**src/rtl/sync_rx_master.sv**
```systemverilog
module sync_rx_master #(
  parameter int DIV_W = 8
) (
  input  logic             clk,
  input  logic             rst_n,
  input  logic             single_set,
  input  logic             cont_en,
  input  logic             nine_bit,
  input  logic             stall,
  input  logic [DIV_W-1:0] div_val,
  input  logic             ser_din,
  output logic             ser_clk,
  output logic             ser_dout_en,
  output logic             single_busy,
  output logic             push,
  output logic [8:0]       push_data
);
  logic [DIV_W-1:0] divcnt;
  logic [3:0]       bitcnt;
  logic [8:0]       shreg, captured;
  logic             sgl, sclk;

  wire enabled = sgl | cont_en;
  wire mid     = sclk | (bitcnt != 4'd0);
  wire go      = enabled & (mid | ~stall);
  wire tick    = go & (divcnt == div_val);
  wire trail   = tick & sclk;
  wire [3:0] last_idx = nine_bit ? 4'd8 : 4'd7;
  wire last    = trail & (bitcnt == last_idx);

  always_comb begin
    captured = shreg;
    captured[bitcnt] = ser_din;
    if (!nine_bit) captured[8] = 1'b0;
  end

  always_ff @(posedge clk) begin
    if (!rst_n) begin
      divcnt    <= '0;
      bitcnt    <= '0;
      shreg     <= '0;
      sclk      <= 1'b0;
      sgl       <= 1'b0;
      push      <= 1'b0;
      push_data <= '0;
    end else begin
      push <= last;
      if (last) push_data <= captured;
      if (single_set) sgl <= 1'b1;
      else if (last)  sgl <= 1'b0;
      if (!go) begin
        divcnt <= '0;
        sclk   <= 1'b0;
        bitcnt <= '0;
      end else if (tick) begin
        divcnt <= '0;
        sclk   <= ~sclk;
        if (sclk) begin
          shreg  <= captured;
          bitcnt <= last ? 4'd0 : 4'(bitcnt + 4'd1);
        end
      end else begin
        divcnt <= DIV_W'(divcnt + 1'b1);
      end
    end
  end

  assign ser_clk     = sclk;
  assign single_busy = sgl;
  assign ser_dout_en = 1'b0;
endmodule


```
**config.mk**
```make
export PLATFORM = sky130hd
export DESIGN_NAME = sync_rx_master
export DESIGN_NICKNAME = d
export VERILOG_FILES = /design/src/rtl/sync_rx_master.sv
export SDC_FILE = /design/constraint.sdc
export NUM_CORES = 1
export LEC_CHECK = 0
export ABC_AREA = 1
export CORE_UTILIZATION = 50
export CTS_CLUSTER_SIZE = 16
export DETAILED_ROUTE_END_ITERATION = 7
export DONT_BUFFER_PORTS = 1
export SLEW_MARGIN = 10
export SYNTH_ARGS = -nofsm -noshare
export SYNTH_HDL_FRONTEND = slang
export SYNTH_SLANG_ARGS = --single-unit
```
**constraint.sdc**
```tcl
create_clock -name clk -period 3.7 [get_ports clk]
set_clock_uncertainty 0.2 [all_clocks]
set_input_delay 0.37 -clock clk [delete_from_list [all_inputs] [get_ports clk]]
set_output_delay 0.37 -clock clk [all_outputs]
set_load 0.01 [all_outputs]
```
==> flow_metrics.py <==
metrics = {
    "run_status": {
        "status": "finished, final reports clean",
    },
    "clock_network": {
        "cts-buffers-inserted": 5,
        "tritoncts": "yes",
        "cts_setup_buffers": 0,
        "cts-root-buf": "clkbuf_8",
        "post_cts_resized": 0,
        "clock-sinks": 33,
        "cts_buffer_depth": 2,
        "clkSlewWorstSetupHoldPaths_ns": 0.06,
        "clk_latency_ns": 0.29,
        "ctsHoldBuffers": 1,
        "h-tree-depth": 2,
    },
    "critical_path": {
        "criticalPathCategory": "flop to flop",
        "cp.arrival_ns": 2.01,
        "r2r_slack_ns": 1.67,
        "r2r-end": "bitcnt[2]",
        "r2r_cells": 10,
        "startpoint_type": "flop",
        "path_cells": "inv_1 -> ha_1 -> inv_1 -> nor2_2 -> nand2_1 -> nand2_2 -> nor2_8 -> nand4_4 -> nand2_1 -> nor2_1",
        "required_ns": 3.67,
        "slowest_delay_ns": 0.42,
        "critPathMaxFanout": 10,
        "crit_slowest_cell": "dfxtp_1",
        "r2r_start": "bitcnt[0]",
        "endpoint_kind": "flop",
    },
    "job": {
        "cap_violations": 0,
    },
    "drt": {
        "dr.first_iter.drc_count": 47,
        "dr.max_layer_used": "met4",
        "drt_wl_total_mm": 3.87,
        "drc_errors": 0,
        "viasPerCell": 4.86,
        "wl_met1_mm": 1.80,
        "ant_nets": 0,
        "dr_wl_met3_um": 121,
        "firstDrtPassIters": 4,
        "dr_total_vias": 1620,
        "dr_wl_met2_mm": 1.86,
        "wire_per_inst_um": 11.6,
    },
    "timing": {
        "clock.fmax_ghz": 0.492,
        "timing.final.crit_share": 0.549,
        "timing.slew.headroom": 0.660,
        "final-setup-viol-count": 0,
        "slew_violations": 0,
        "period_needed_ns": 2.03,
        "hold_viol": 0,
        "tns_ns": 0,
        "rsz0062_at_grt": "no",
        "worst_pin_slew_ns": 0.509,
    },
    "die": {
        "rows": 22,
        "core_area_sq_um": 3660,
        "io_pins": 28,
        "start_util": 0.521,
        "fp.dieH_um": 63.7,
        "die_area_sq_um": 4060,
        "die_x_um": 63.7,
    },
    "finish": {
        "diodes": 0,
        "final_util": 0.563,
        "final_net_count": 304,
        "area_growth_pct": 8.21,
        "fill_cells": 363,
        "drive_gt1_frac": 0.126,
    },
    "pwr": {
        "power.switching_w": 0.000154,
        "p_sw_frac": 0.207,
        "p_per_area_nw_per_um2": 360,
        "irDropWorstVdd_v": 0.000227,
        "intPower_w": 0.000588,
        "p_seq_frac": 0.485,
        "power_frac_comb": 0.044,
        "clkPwrFrac": 0.471,
        "leakagePower_nw": 0.959,
    },
    "worst_hold_path": {
        "whs_path_depth": 2,
        "hold_start": "rst_n",
        "hold_class": "input pin to flop",
        "hold-path-endpoint": "push_data[1]",
    },
    "synthesis": {
        "ys_ff_latch": 33,
        "synth_common_cells": "85 x nand2_1, 35 x inv_1, 33 x dfxtp_1",
        "yosysUniqueCellTypes": 28,
        "ys_seq_area_frac": 0.347,
        "synth-edff-count": 0,
        "synth_fp_nets": 300,
        "yosysTopAreaCell": "dfxtp_1",
        "yosys-top-cells-area": "dfxtp_1 35%, nand2_1 17%, inv_1 6.9%",
        "ys.flop_type": "dfxtp_1",
        "yosysMostFrequentCell": "nand2_1",
        "async_reset_ff_frac": 0,
        "postSynthAreaPerCell_sq_um": 6.81,
        "netlist_area_sq_um": 1910,
        "syn_inst": 280,
        "synth.top_cell.area_share": 0.347,
        "ys_warn_count": 0,
    },
    "grt": {
        "grt_max_degree": 24,
        "grt-ovfl-total": 0,
        "grt.total_usage": 0.215,
        "grt_pass1_vias": 1496,
        "antenna_found_initial": 0,
        "grt_pass1_wl_mm": 6.63,
    },
    "placement": {
        "hpwl_mm": 2.99,
        "port_buffers": 0,
        "routabilityCongestion": 0.933,
    },
}
[metrics by stage]
step           instance area, sq um  total power [W]  hold WS [ns]  cells  worst slack [ns]
2_1_floorplan                  1910         0.000398         0.261    280              1.90
3_3_place_gp                   1940         0.000400         0.293    324              1.69
3_5_place_dp                   1940         0.000400         0.299    324              1.67
4_1_cts                        2060         0.000752      0.000538    333              1.66
5_1_grt                        2060         0.000770       0.00383    333              1.52
6_report                       2060         0.000741        0.0125    333              1.67
[worst max-delay path, delay by kind of cell (launching register included)]
| family | cells | cell delay, ns |
|---|---|---|
| DFF | 1 | 0.42 |
| adders and majority gates | 1 | 0.24 |
| and+or+nand+nor | 7 | 0.86 |
| buffers and inverters | 2 | 0.20 |
[placed cells by master, fill, tap and decap left out]
master         count
a21oi_1            7
a21oi_2            5
a31oi_1            3
bufinv_16          1
clkbuf_1           1
clkbuf_8           6
clkinv_4           1
conb_1             1
dfxtp_1           33
dlygate4sd3_1      1
ha_1               5
inv_1             35
inv_2              6
nand2_1           85
nand2_2            6
nand3_1           10
nand3_2            1
nand3_4            1
nand3b_1           1
nand4_1            9
nand4_4            1
nor2_1            32
nor2_2             4
nor2_4             1
nor2_8             2
nor3_1             5
nor3b_2            1
o21ai_0            7
o21ai_1            6
xnor2_1            5
xor2_1             3
[metal layers]
metal	global-route usage	up-vias
li1	-	885
met1	0.259	698
met2	0.355	29
met3	0.0571	8
met4	0.0966	0
met5	0	-
[sequential cells by signal, indices dropped and copies added, names as in the netlist]
signal and flops:
bitcnt 4, divcnt 8, push 1, push_data 9, ser_clk 1, shreg 9
single_busy 1
[cell families after synthesis]
family,count (synthesis),synth area share
AOI/OAI and AO/OA,28,0.0854
xor gates and xnor gates,8,0.0368
adders and majority gates,5,0.0328
buffers and inverters,46,0.101
DFF,33,0.347
other,1,0.00197
and+or+nand+nor,159,0.395
[area by class of cell]
type | instances | area, sq um | share of cell area
Multi-Input combinational cell | 201 | 1050 | 0.510
Clock buffer | 7 | 86.3 | 0.0419
Sequential cell | 33 | 661 | 0.320
Tap cell | 48 | 60.1 | 0.0291
Timing Repair Buffer | 1 | 10.0 | 0.00485
Inverter | 42 | 163 | 0.0789
Clock inverter | 1 | 30.0 | 0.0146
[how the worst max path moves through the flow]
stage	start	endpoint	slack, ns	cells past startpoint
after floorplan	bitcnt[0]	push_data[3]	1.90	10
after global placement	bitcnt[0]	bitcnt[3]	1.69	10
after detailed placement	bitcnt[0]	bitcnt[2]	1.67	10
after CTS	bitcnt[0]	bitcnt[2]	1.66	10
after global routing	bitcnt[0]	push_data[5]	1.52	11
final	bitcnt[0]	bitcnt[2]	1.67	10
[power by group through the flow]
stage | combinational (W) | clock (W) | sequential, W
after global routing | 0.0000368 | 0.000373 | 0.000360
after global placement | 0.0000318 | 0 | 0.000368
after CTS | 0.0000331 | 0.000359 | 0.000360
after detailed placement | 0.0000320 | 0 | 0.000368
final | 0.0000324 | 0.000349 | 0.000360
after floorplan | 0.0000311 | 0 | 0.000367
No activity file was read; power rests on OpenSTA's default activity.
